<file path="src/rtl/pit_pkg.sv">
package pit_pkg;
  parameter int CNT_W  = 16;
  parameter int BYTE_W = 8;
  localparam int NIB_N = CNT_W / 4;

  typedef enum logic [2:0] {
    M_TCINT    = 3'd0,
    M_ONESHOT  = 3'd1,
    M_RATE     = 3'd2,
    M_SQUARE   = 3'd3,
    M_SWSTROBE = 3'd4,
    M_HWSTROBE = 3'd5
  } pitMode_t;

  typedef struct packed {
    logic setLow;
    logic setHigh;
    logic zeroLow;
    logic zeroHigh;
    logic loadFull;
    logic loadEven;
    logic decOne;
    logic decTwo;
    logic snap;
  } pitStb_t;

  function automatic pitMode_t decodeMode(input logic [2:0] field);
    pitMode_t m;
    if (field[2:1] == 2'b11) m = pitMode_t'({1'b0, field[1:0]});
    else m = pitMode_t'(field);
    return m;
  endfunction

  function automatic logic [CNT_W-1:0] stepDown(input logic [CNT_W-1:0] v, input logic bcd);
    logic [CNT_W-1:0] r;
    logic borrow;
    r = v;
    borrow = 1'b1;
    if (!bcd) begin
      r = v - CNT_W'(1);
    end else begin
      for (int i = 0; i < NIB_N; i++) begin
        if (borrow) begin
          if (v[i*4 +: 4] == 4'd0) r[i*4 +: 4] = 4'd9;
          else begin
            r[i*4 +: 4] = v[i*4 +: 4] - 4'd1;
            borrow = 1'b0;
          end
        end
      end
    end
    return r;
  endfunction
endpackage

</file>
<file path="src/rtl/pit_datapath.sv">
module pit_datapath
  import pit_pkg::*;
(
  input  logic              clk,
  input  logic              rstN,
  input  pitStb_t           stb,
  input  logic              bcd,
  input  logic [BYTE_W-1:0] wrByte,
  output logic [CNT_W-1:0]  countVal,
  output logic [CNT_W-1:0]  latchVal,
  output logic              reloadOdd
);
  localparam int HI_W = CNT_W - BYTE_W;

  logic [CNT_W-1:0] countQ, reloadQ, latchQ, oneLess, twoLess;

  always_comb begin
    oneLess = stepDown(countQ, bcd);
    twoLess = stepDown(oneLess, bcd);
  end

  always_ff @(posedge clk) begin
    if (!rstN) begin
      reloadQ <= '0;
    end else begin
      if (stb.setLow)   reloadQ[BYTE_W-1:0] <= wrByte;
      if (stb.zeroLow)  reloadQ[BYTE_W-1:0] <= '0;
      if (stb.setHigh)  reloadQ[CNT_W-1:BYTE_W] <= HI_W'(wrByte);
      if (stb.zeroHigh) reloadQ[CNT_W-1:BYTE_W] <= '0;
    end
  end

  always_ff @(posedge clk) begin
    if (!rstN) begin
      countQ <= '0;
    end else if (stb.loadFull) begin
      countQ <= reloadQ;
    end else if (stb.loadEven) begin
      countQ <= {reloadQ[CNT_W-1:1], 1'b0};
    end else if (stb.decOne) begin
      countQ <= oneLess;
    end else if (stb.decTwo) begin
      countQ <= twoLess;
    end
  end

  always_ff @(posedge clk) begin
    if (!rstN) latchQ <= '0;
    else if (stb.snap) latchQ <= countQ;
  end

  assign countVal  = countQ;
  assign latchVal  = latchQ;
  assign reloadOdd = reloadQ[0];
endmodule

</file>
<file path="src/rtl/pit_ctrl.sv">
module pit_ctrl
  import pit_pkg::*;
(
  input  logic              clk,
  input  logic              rstN,
  input  logic              busWr,
  input  logic              busRd,
  input  logic              busCtrl,
  input  logic [BYTE_W-1:0] busWrData,
  input  logic              cntTick,
  input  logic              gate,
  input  logic [CNT_W-1:0]  countVal,
  input  logic              reloadOdd,
  output pitStb_t           stb,
  output logic              outLevel,
  output logic              bcdNow,
  output pitMode_t          modeNow,
  output logic              useStatus,
  output logic              useLatch,
  output logic              highByte,
  output logic [BYTE_W-1:0] statusHold
);
  pitMode_t modeQ, nMode, wordMode;
  logic [1:0] accQ, nAcc;
  logic bcdQ, nBcd, outQ, nOut, nullQ, nNull, writtenQ, nWritten;
  logic runQ, nRun, armedQ, nArmed, oddQ, nOdd, trigQ, nTrig, gatePrev;
  logic wrHighQ, nWrHigh, rdHighQ, nRdHigh, latchQ, nLatch, statVQ, nStatV;
  logic [BYTE_W-1:0] statQ, nStat, statusNow;
  logic isCmd, isRb, isLatchCmd, isWord, isData, dataDone, readClear;
  logic tickAct, gateRise, isOne, isTwo, lowFirst, loadReq;

  always_comb begin
    isCmd      = busWr && busCtrl;
    isRb       = isCmd && (busWrData[7:6] == 2'b11);
    isLatchCmd = isCmd && !isRb && (busWrData[5:4] == 2'b00);
    isWord     = isCmd && !isRb && !isLatchCmd;
    isData     = busWr && !busCtrl;
    wordMode   = decodeMode(busWrData[3:1]);
    gateRise   = gate && !gatePrev;
    isOne      = (countVal == CNT_W'(1));
    isTwo      = (countVal == CNT_W'(2));
    lowFirst   = (accQ == 2'b11) && !rdHighQ;
    statusNow  = {outQ, nullQ, accQ, modeQ, bcdQ};
    dataDone   = isData && ((accQ != 2'b11) || wrHighQ);
    readClear  = busRd && !statVQ && !lowFirst;
    tickAct    = cntTick && !isWord;
    loadReq    = writtenQ && ((nullQ && !runQ) || trigQ);
  end

  always_comb begin
    stb = '0;
    nMode = modeQ; nAcc = accQ; nBcd = bcdQ; nOut = outQ; nNull = nullQ;
    nWritten = writtenQ; nRun = runQ; nArmed = armedQ; nOdd = oddQ;
    nTrig = trigQ || gateRise; nWrHigh = wrHighQ; nRdHigh = rdHighQ;
    nLatch = latchQ; nStatV = statVQ; nStat = statQ;

    if (tickAct) begin
      nTrig = gateRise;
      case (modeQ)
        M_TCINT: begin
          if (nullQ) begin
            stb.loadFull = 1'b1; nNull = 1'b0;
          end else if (gate) begin
            stb.decOne = 1'b1;
            if (isOne) nOut = 1'b1;
          end
        end
        M_ONESHOT: begin
          if (trigQ && writtenQ) begin
            stb.loadFull = 1'b1; nNull = 1'b0; nOut = 1'b0;
          end else begin
            stb.decOne = 1'b1;
            if (isOne) nOut = 1'b1;
          end
        end
        M_RATE: begin
          if (loadReq) begin
            stb.loadFull = 1'b1; nNull = 1'b0; nRun = 1'b1; nOut = 1'b1;
          end else if (gate) begin
            if (isOne) begin
              stb.loadFull = 1'b1; nNull = 1'b0; nOut = 1'b1;
            end else begin
              stb.decOne = 1'b1;
              if (isTwo) nOut = 1'b0;
            end
          end
        end
        M_SQUARE: begin
          if (loadReq) begin
            stb.loadEven = 1'b1; nNull = 1'b0; nRun = 1'b1; nOut = 1'b1; nOdd = 1'b0;
          end else if (gate) begin
            if (oddQ) begin
              nOdd = 1'b0; nOut = !outQ; stb.loadEven = 1'b1; nNull = 1'b0;
            end else if (isTwo) begin
              if (outQ && reloadOdd) begin
                stb.decTwo = 1'b1; nOdd = 1'b1;
              end else begin
                nOut = !outQ; stb.loadEven = 1'b1; nNull = 1'b0;
              end
            end else begin
              stb.decTwo = 1'b1;
            end
          end
        end
        M_SWSTROBE, M_HWSTROBE: begin
          if (!outQ) nOut = 1'b1;
          if ((modeQ == M_SWSTROBE) ? nullQ : (trigQ && writtenQ)) begin
            stb.loadFull = 1'b1; nNull = 1'b0; nArmed = 1'b1;
          end else if ((modeQ == M_HWSTROBE) || gate) begin
            stb.decOne = 1'b1;
            if (isOne && armedQ) begin
              nOut = 1'b0; nArmed = 1'b0;
            end
          end
        end
        default: ;
      endcase
    end

    if (((modeQ == M_RATE) || (modeQ == M_SQUARE)) && !gate) nOut = 1'b1;

    if (isData) begin
      stb.setLow   = (accQ == 2'b01) || ((accQ == 2'b11) && !wrHighQ);
      stb.zeroHigh = (accQ == 2'b01);
      stb.setHigh  = (accQ == 2'b10) || ((accQ == 2'b11) && wrHighQ);
      stb.zeroLow  = (accQ == 2'b10);
      if (accQ == 2'b11) nWrHigh = !wrHighQ;
      if (dataDone) begin
        nNull = 1'b1; nWritten = 1'b1;
        if (modeQ == M_TCINT) nOut = 1'b0;
      end
    end

    if (busRd) begin
      if (statVQ) nStatV = 1'b0;
      else if (lowFirst) nRdHigh = 1'b1;
      else begin
        nRdHigh = 1'b0; nLatch = 1'b0;
      end
    end

    if ((isLatchCmd || (isRb && busWrData[5])) && (!latchQ || readClear)) begin
      stb.snap = 1'b1; nLatch = 1'b1; nRdHigh = 1'b0;
    end
    if (isRb && busWrData[4] && !statVQ) begin
      nStatV = 1'b1; nStat = statusNow;
    end

    if (isWord) begin
      nMode = wordMode; nAcc = busWrData[5:4]; nBcd = busWrData[0];
      nOut = (wordMode != M_TCINT); nNull = 1'b1; nWritten = 1'b0;
      nRun = 1'b0; nArmed = 1'b0; nOdd = 1'b0; nTrig = 1'b0;
      nWrHigh = 1'b0; nRdHigh = 1'b0; nLatch = 1'b0; nStatV = 1'b0;
    end
  end

  always_ff @(posedge clk) begin
    if (!rstN) begin
      modeQ <= M_TCINT; accQ <= 2'b11; bcdQ <= 1'b0; outQ <= 1'b0;
      nullQ <= 1'b1; writtenQ <= 1'b0; runQ <= 1'b0; armedQ <= 1'b0;
      oddQ <= 1'b0; trigQ <= 1'b0; gatePrev <= 1'b0; wrHighQ <= 1'b0;
      rdHighQ <= 1'b0; latchQ <= 1'b0; statVQ <= 1'b0; statQ <= '0;
    end else begin
      modeQ <= nMode; accQ <= nAcc; bcdQ <= nBcd; outQ <= nOut;
      nullQ <= nNull; writtenQ <= nWritten; runQ <= nRun; armedQ <= nArmed;
      oddQ <= nOdd; trigQ <= nTrig; gatePrev <= gate; wrHighQ <= nWrHigh;
      rdHighQ <= nRdHigh; latchQ <= nLatch; statVQ <= nStatV; statQ <= nStat;
    end
  end

  assign outLevel   = outQ;
  assign bcdNow     = bcdQ;
  assign modeNow    = modeQ;
  assign useStatus  = statVQ;
  assign useLatch   = latchQ;
  assign highByte   = (accQ == 2'b10) || ((accQ == 2'b11) && rdHighQ);
  assign statusHold = statQ;
endmodule

</file>
<file path="src/rtl/pit_channel.sv">
module pit_channel
  import pit_pkg::*;
(
  input  logic              clk,
  input  logic              rstN,
  input  logic              busWr,
  input  logic              busRd,
  input  logic              busCtrl,
  input  logic [BYTE_W-1:0] busWrData,
  output logic [BYTE_W-1:0] busRdData,
  input  logic              cntTick,
  input  logic              gate,
  output logic              outLevel
);
  pitStb_t stb;
  pitMode_t modeNow;
  logic bcdNow, useStatus, useLatch, highByte, reloadOdd;
  logic [CNT_W-1:0] countVal, latchVal, srcWord;
  logic [BYTE_W-1:0] statusHold;

  pit_ctrl uCtrl (
    .clk(clk), .rstN(rstN), .busWr(busWr), .busRd(busRd), .busCtrl(busCtrl),
    .busWrData(busWrData), .cntTick(cntTick), .gate(gate), .countVal(countVal),
    .reloadOdd(reloadOdd), .stb(stb), .outLevel(outLevel), .bcdNow(bcdNow),
    .modeNow(modeNow), .useStatus(useStatus), .useLatch(useLatch),
    .highByte(highByte), .statusHold(statusHold)
  );

  pit_datapath uData (
    .clk(clk), .rstN(rstN), .stb(stb), .bcd(bcdNow), .wrByte(busWrData),
    .countVal(countVal), .latchVal(latchVal), .reloadOdd(reloadOdd)
  );

  always_comb begin
    srcWord = useLatch ? latchVal : countVal;
    if (useStatus) busRdData = statusHold;
    else if (highByte) busRdData = srcWord[CNT_W-1 -: BYTE_W];
    else busRdData = srcWord[BYTE_W-1:0];
  end
endmodule

</file>
<file path="config.mk">
export PLATFORM = sky130hd
export DESIGN_NAME = pit_channel
export DESIGN_NICKNAME = d
export VERILOG_FILES = /design/src/rtl/pit_pkg.sv /design/src/rtl/pit_datapath.sv /design/src/rtl/pit_ctrl.sv /design/src/rtl/pit_channel.sv
export SDC_FILE = /design/constraint.sdc
export NUM_CORES = 1
export LEC_CHECK = 0
export ABC_AREA = 1
export BUFFER_PORTS_ARGS = -buffer_cell sky130_fd_sc_hd__buf_2
export CAP_MARGIN = 20
export CORE_MARGIN = 2
export CORE_UTILIZATION = 40
export CTS_CLUSTER_DIAMETER = 30
export DETAILED_ROUTE_END_ITERATION = 10
export MAX_ROUTING_LAYER = met4
export PLACE_DENSITY = 0.56
export REMOVE_ABC_BUFFERS = 1
export SLEW_MARGIN = 15
export SYNTH_ARGS = -nofsm -noshare
export SYNTH_HDL_FRONTEND = slang
export SYNTH_SLANG_ARGS = --single-unit
</file>
<file path="constraint.sdc">
create_clock -name clk -period 2.3 [get_ports clk]
set_clock_uncertainty 0.1 [all_clocks]
set_input_delay 0.115 -clock clk [delete_from_list [all_inputs] [get_ports clk]]
set_output_delay 0.115 -clock clk [all_outputs]
set_load 0.05 [all_outputs]
</file>
==> results.tsv, run 1 <==
stage	metric	value	unit
drt	drc	0	
worst_setup_path	cp.arrival	2430	ps
global_routing	grt_max_degree	34	
floorplanning	start_util	0.409	
run	drv_cap	0	
worst_setup_path	cp_max_fo	5	
global_routing	grt_pass1_wl	27.9	mm
global_routing	grt-ovfl-total	0	
logic_synthesis	synthMuxAreaShare	0	
clock_network	cts_buffers	9	
floorplanning	coreArea	0.0120	mm^2
outcome	status	completed	
drt	wirelength	17.6	mm
placement	place_ws	-137	ps
logic_synthesis	synth_top_family_by_area	simple AND/OR/NAND/NOR gates	
logic_synthesis	synth_fa_ha_area_frac	0.0127	
logic_synthesis	yosysMostFrequentCell	nand2_1	
clock_network	cts.sinks	74	
logic_synthesis	synth_top_area_frac	0.301	
timing	final_max_slew_viol_count	0	
logic_synthesis	synthTopCellsByArea	dfxtp_1 (30%), nand2_1 (16%), o21ai_0 (9.5%)	
layout	fin_nets	954	
logic_synthesis	synth_commonest_cells	nand2_1 (208), o21ai_0 (93), a21oi_1 (87), inv_1 (75), dfxtp_1 (74)	
layout	syn_to_final_growth	38.6	%
drt	drtIter0Drc	517	
drt	via_per_inst	5.43	
logic_synthesis	synthSimpleGateAreaFrac	0.339	
worst_setup_path	ff2ff_path_depth	15	
drt	ant_nets	0	
clock_network	cts_buffer_depth	2	
logic_synthesis	synthesis.area	0.00492	mm^2
pwr	powerDensity	878	mW/mm^2
timing	slew-limit-headroom	0.651	
pwr	power	5.99	mW
global_routing	grt_use_total	0.278	
logic_synthesis	synth_compound_area_frac	0.242	
timing	timing.fmax	435	MHz
placement	gp_congestion	0.996	
timing	rsz0062_at_grt	yes	
logic_synthesis	yosys_warnings	0	
drt	wl_per_cell	16.2	um
logic_synthesis	synth_edf_count	0	
placement	dp_hpwl	13.1	mm
layout	antenna_cells	0	
worst_setup_path	worstPathRequired	2430	ps
timing	setup_viol	0	
clock_network	tritoncts	built	
floorplanning	fp.dieH	115	um
floorplanning	rows	40	
drt	first_pass_iters	5	
hold_path	hp-class	in -> reg	
floorplanning	ios	24	
logic_synthesis	synth_area_leader_cell	dfxtp_1	
hold_path	holdPathStages	3	
logic_synthesis	synth.avg_cell_area	6.18	um^2
placement	placed_cells	1036	
pwr	irDropWorstVdd	456	uV
worst_setup_path	critPathLaunchType	flop	
pwr	p_leak	3.10	nW
timing	hold_viol_final	0	
global_routing	grt_pass1_vias	5558	
drt	vias	5895	
clock_network	cts-htree-levels	3	
logic_synthesis	async_flop_share	0	
placement	place_area	0.00585	mm^2
timing	setup_ws	1.97	ps
logic_synthesis	synth_cells	796	
placement	port_buffers	23	
logic_synthesis	yosysUniqueCellTypes	40	
layout	drive_gt1_frac	0.312	
logic_synthesis	synth_xor_area_frac	0.0127	
floorplanning	fp.dieW	115	um
logic_synthesis	synth_ff_type	dfxtp_1	
logic_synthesis	synth_seq_area_share	0.301	
timing	tightest_slew	524	ps
timing	period_needed	2300	ps
clock_network	root_buffer	clkbuf_16	
logic_synthesis	yosys_register_bits	74	
floorplanning	fp.dieArea	0.0132	mm^2
timing	min_period_over_period	0.999	
timing	tns	0	ps
global_routing	antenna_found_initial	0	
clock_network	clk_pin_slew	60	ps
worst_setup_path	end_kind	flop	
clock_network	insertion_delay	350	ps
layout	layout.cells.non_filler	1086	
layout	finish.instance_area	0.00682	mm^2
worst_setup_path	path_class	reg -> reg	
## power breakdown
| group | switching (mW) | internal [mW] | total (mW) |
|---|---|---|---|
| Sequential | 0.105 | 1.38 | 1.49 |
| Clock | 0.593 | 0.838 | 1.43 |
| Combinational | 1.84 | 1.23 | 3.07 |
| Total | 2.53 | 3.46 | 5.99 |
## cell families after synthesis
kind of cell / count (synthesis)
AOI/OAI and AO/OA: 219
and+or+nand+nor: 379
xor gates and xnor gates: 5
buffers and inverters: 114
adders and majority gates: 5
DFF: 74
## cells in the final DEF (no fill, tap or decap), drive strengths merged, types with 4 or more instances in the layout
cell,n
nor2,77
o21ai,99
dfxtp,74
ha,5
buf,145
clkinv,4
nand4,9
clkbuf,9
nor3,8
a211oi,6
inv,86
o211ai,12
dlygate4sd3,10
nand3,61
nand2,219
o31ai,6
xor2,5
a21oi,91
## cell type report
| type | instances | area [um^2] |
|---|---|---|
| clock buffers | 9 | 225 |
| clock inverters | 7 | 68.8 |
| fillers | 1167 | 5190 |
| inverters | 86 | 325 |
| multi-input cells | 608 | 3330 |
| flip-flops and latches | 74 | 1500 |
| well taps | 147 | 184 |
| repair buffers | 155 | 1190 |
## sequential cells by signal, indices dropped and copies added (netlist names), 2 cells and up
signal,flops
uCtrl.modeNow,3
uData.latchVal,16
uData.countVal,16
uData.reloadQ,16
uCtrl.accQ,2
uCtrl.statusHold,8
## layer usage
| metal | wire length, um | vias up | track usage |
|---|---|---|---|
| li1 | - | 2924 | - |
| met1 | 8000 | 2743 | 0.354 |
| met2 | 8420 | 191 | 0.455 |
| met3 | 747 | 37 | 0.0443 |
| met4 | 389 | 0 | 0.0803 |
| met5 | 0 | - | - |
## stage by stage
| step | hold WS (ps) | util |
|---|---|---|
| floorplan | 108 | - |
| CTS | 8.51 | 0.538 |
| global placement | 250 | 0.487 |
| detailed placement | 262 | 0.487 |
| finish | 9.18 | 0.568 |
| global route | 18.8 | 0.568 |
## worst max-delay path, stage by stage, from the launching register on
cell     delay, ps
dfxtp_2        320
inv_2           80
buf_6          120
ha_4           140
nand3_4         80
nand2_4        130
xor2_4         220
nand3_4        150
nor3_4         250
nand2_2         90
a21oi_2        150
nand2_1         60
nand2_1         80
nand3_2         70
nand2_2         90
a21oi_2         50
## what timing repair did
| item | in CTS | in global routing |
|---|---|---|
| pin swaps | 21 | 37 |
| buffers inserted | 13 | 10 |
| hold buffers | 10 | 0 |
| resized for setup | 39 | 85 |
| gates cloned | 0 | 1 |
| endpoints found under the hold margin | 15 | 0 |
| setup endpoints to repair | 9 | 17 |
## path summary, 6_finish.rpt
check                         start                  to  slack [ps]
setup / recovery  uData.countVal[0]  uData.countVal[12]           2
hold / removal         busWrData[2]      uCtrl.outLevel           9
setup reg to reg  uData.countVal[0]  uData.countVal[12]           2
hold reg to reg         uCtrl.trigQ         uCtrl.trigQ         370
(Power assumes the default switching activity.)
==> run 2, diff against run 1 <==
- GPL_TIMING_DRIVEN: not set -> 0
==> results.tsv, run 2 (synthesis gave the netlist of run 1 again) <==
stage	metric	value	unit
layout	drive_gt1_frac	0.270	
pwr	power	5.56	mW
timing	final_max_slew_viol_count	0	
worst_setup_path	critPathLaunchType	flop	
outcome	failed_checks	negative setup slack	
layout	mostFrequentLayoutCell	nand2_1	
placement	place_area	0.00510	mm^2
timing	period_needed	2320	ps
timing	setup_ws	-24.0	ps
layout	multiInputGateArea	0.00339	mm^2
drt	ant_nets	0	
worst_setup_path	path_class	reg -> reg	
global_routing	grt-ovfl-total	0	
timing	rsz0062_at_grt	yes	
drt	vias	5690	
drt	drc	0	
floorplanning	fp.dieH	115	um
pwr	p_leak	2.80	nW
layout	antenna_cells	0	
worst_setup_path	worstPathRequired	2430	ps
global_routing	antenna_found_initial	0	
timing	setup_viol	4	
clock_network	cts-htree-levels	3	
layout	final_cell_mix	nand2_1 (191), o21ai_0 (89), a21oi_1 (78)	
pwr	irDropWorstVdd	579	uV
timing	hold_viol_final	0	
worst_setup_path	cp_max_fo	7	
timing	tightest_slew	1070	ps
clock_network	root_buffer	clkbuf_16	
run	drv_cap	0	
worst_setup_path	end_kind	flop	
outcome	status	finished with violations	
floorplanning	fp.dieW	115	um
clock_network	cts_buffers	9	
floorplanning	start_util	0.409	
pwr	combPwrFrac	0.476	
global_routing	grt_pass1_wl	25.8	mm
drt	first_pass_iters	5	
floorplanning	coreArea	0.0120	mm^2
clock_network	cts_buffer_depth	2	
layout	fin_util	0.538	
global_routing	grt_max_degree	49	
timing	timing.fmax	430	MHz
global_routing	grt_use_total	0.261	
layout	nFillCells	1220	
pwr	switching_share	0.439	
pwr	intPower	3.12	mW
floorplanning	fp.dieArea	0.0132	mm^2
worst_setup_path	cp.arrival	2450	ps
layout	fin_nets	893	
drt	wirelength	17.2	mm
drt	drtIter0Drc	598	
floorplanning	ios	24	
placement	dp_hpwl	11.1	mm
layout	syn_to_final_growth	31.4	%
placement	gp_congestion	0.904	
layout	register_area	0.00152	mm^2
placement	port_buffers	23	
global_routing	grt_pass1_vias	5027	
drt	via_per_inst	5.55	
timing	min_period_over_period	1.01	
clock_network	clk_pin_slew	60	ps
clock_network	cts.sinks	74	
placement	place_ws	-1210	ps
hold_path	hp-class	in -> reg	
timing	slew-limit-headroom	0.283	
pwr	seqPwrFrac	0.277	
drt	wl_per_cell	16.8	um
clock_network	tritoncts	built	
clock_network	insertion_delay	350	ps
pwr	powerDensity	860	mW/mm^2
timing	tns	-65.7	ps
pwr	switchingPower	2.44	mW
pwr	clockPowerShare	0.247	
floorplanning	rows	40	
layout	finish.instance_area	0.00646	mm^2
-- run 2: cell types whose count changed in the layout (fill, tap and decap cells not counted), moves of 4 or more --
cell        before  now
buf_4          111   46
dfxtp_1         65   54
nor2_2          21   12
o21ai_0         82   89
dfxtp_4          1    7
nor2_1          43   49
dfxtp_2          8   13
nand3_1         46   51
o21ai_1         12    7
buf_6            7    3
clkinvlp_4       2    6
nand3_2         12    8
-- run 2: worst max-delay path: stages, from the launching register on --
cell and delay (ps):
dfxtp_4 370, nor2_4 120, nand2_2 90, nor2_4 170, nand3_2 130, inv_2 80, nand2_1 70, nand2_2 80
nand2_2 70, a31oi_4 180, nor2_4 120, buf_12 150, nand2_8 110, clkinv_8 90, a21oi_2 170, a21oi_1 90
-- run 2: metrics by stage --
stage,instances,hold WS [ps]
after floorplan,768,108
after global placement,938,261
after detailed placement,939,261
after CTS,997,7.46
after global routing,1025,25.5
final,1025,8.13
-- run 2: power groups by stage --
stage	clock network (mW)	registers [mW]	logic (mW)
final	1.37	1.54	2.65
after floorplan	0	1.50	1.49
after global placement	0	1.54	1.94
after detailed placement	0	1.54	1.94
after global routing	1.46	1.55	2.87
after CTS	1.41	1.52	2.27
-- run 2: worst paths after layout --
kind / startpoint / to / slack [ps] / depth (start not counted)
worst max-delay path: uData.countVal[9] / uData.countVal[13] / -20 / 15
worst min-delay path: busRd / uCtrl.useStatus / 8 / 4
worst max register to register: uData.countVal[9] / uData.countVal[13] / -20 / 15
worst min register to register: uCtrl.trigQ / uCtrl.trigQ / 370 / 2
-- run 2: final cells by class --
class                   count  area share
clock buffers              13      0.0418
clock inverters             3     0.00348
inverters                  86      0.0561
multi-input cells         612       0.525
flip-flops and latches     74       0.236
well taps                 147      0.0284
repair buffers             87       0.106
repair inverters            3     0.00368
-- run 2: routing by layer --
| metal | track usage | up-vias | part of all wire |
|---|---|---|---|
| li1 | - | 2816 | - |
| met1 | 0.349 | 2657 | 0.45 |
| met2 | 0.400 | 188 | 0.47 |
| met3 | 0.0485 | 29 | 0.056 |
| met4 | 0.0819 | 0 | 0.018 |
| met5 | - | - | 0 |
-- run 2: repair_timing --
item / CTS / global route
cloned: 2 / 5
hold buffers: 11 / 0
endpoints found under the setup margin: 24 / 34
setup buffers: 29 / 23
hold endpoints to repair: 14 / 0
gates resized for setup: 67 / 81
pin swaps: 24 / 28
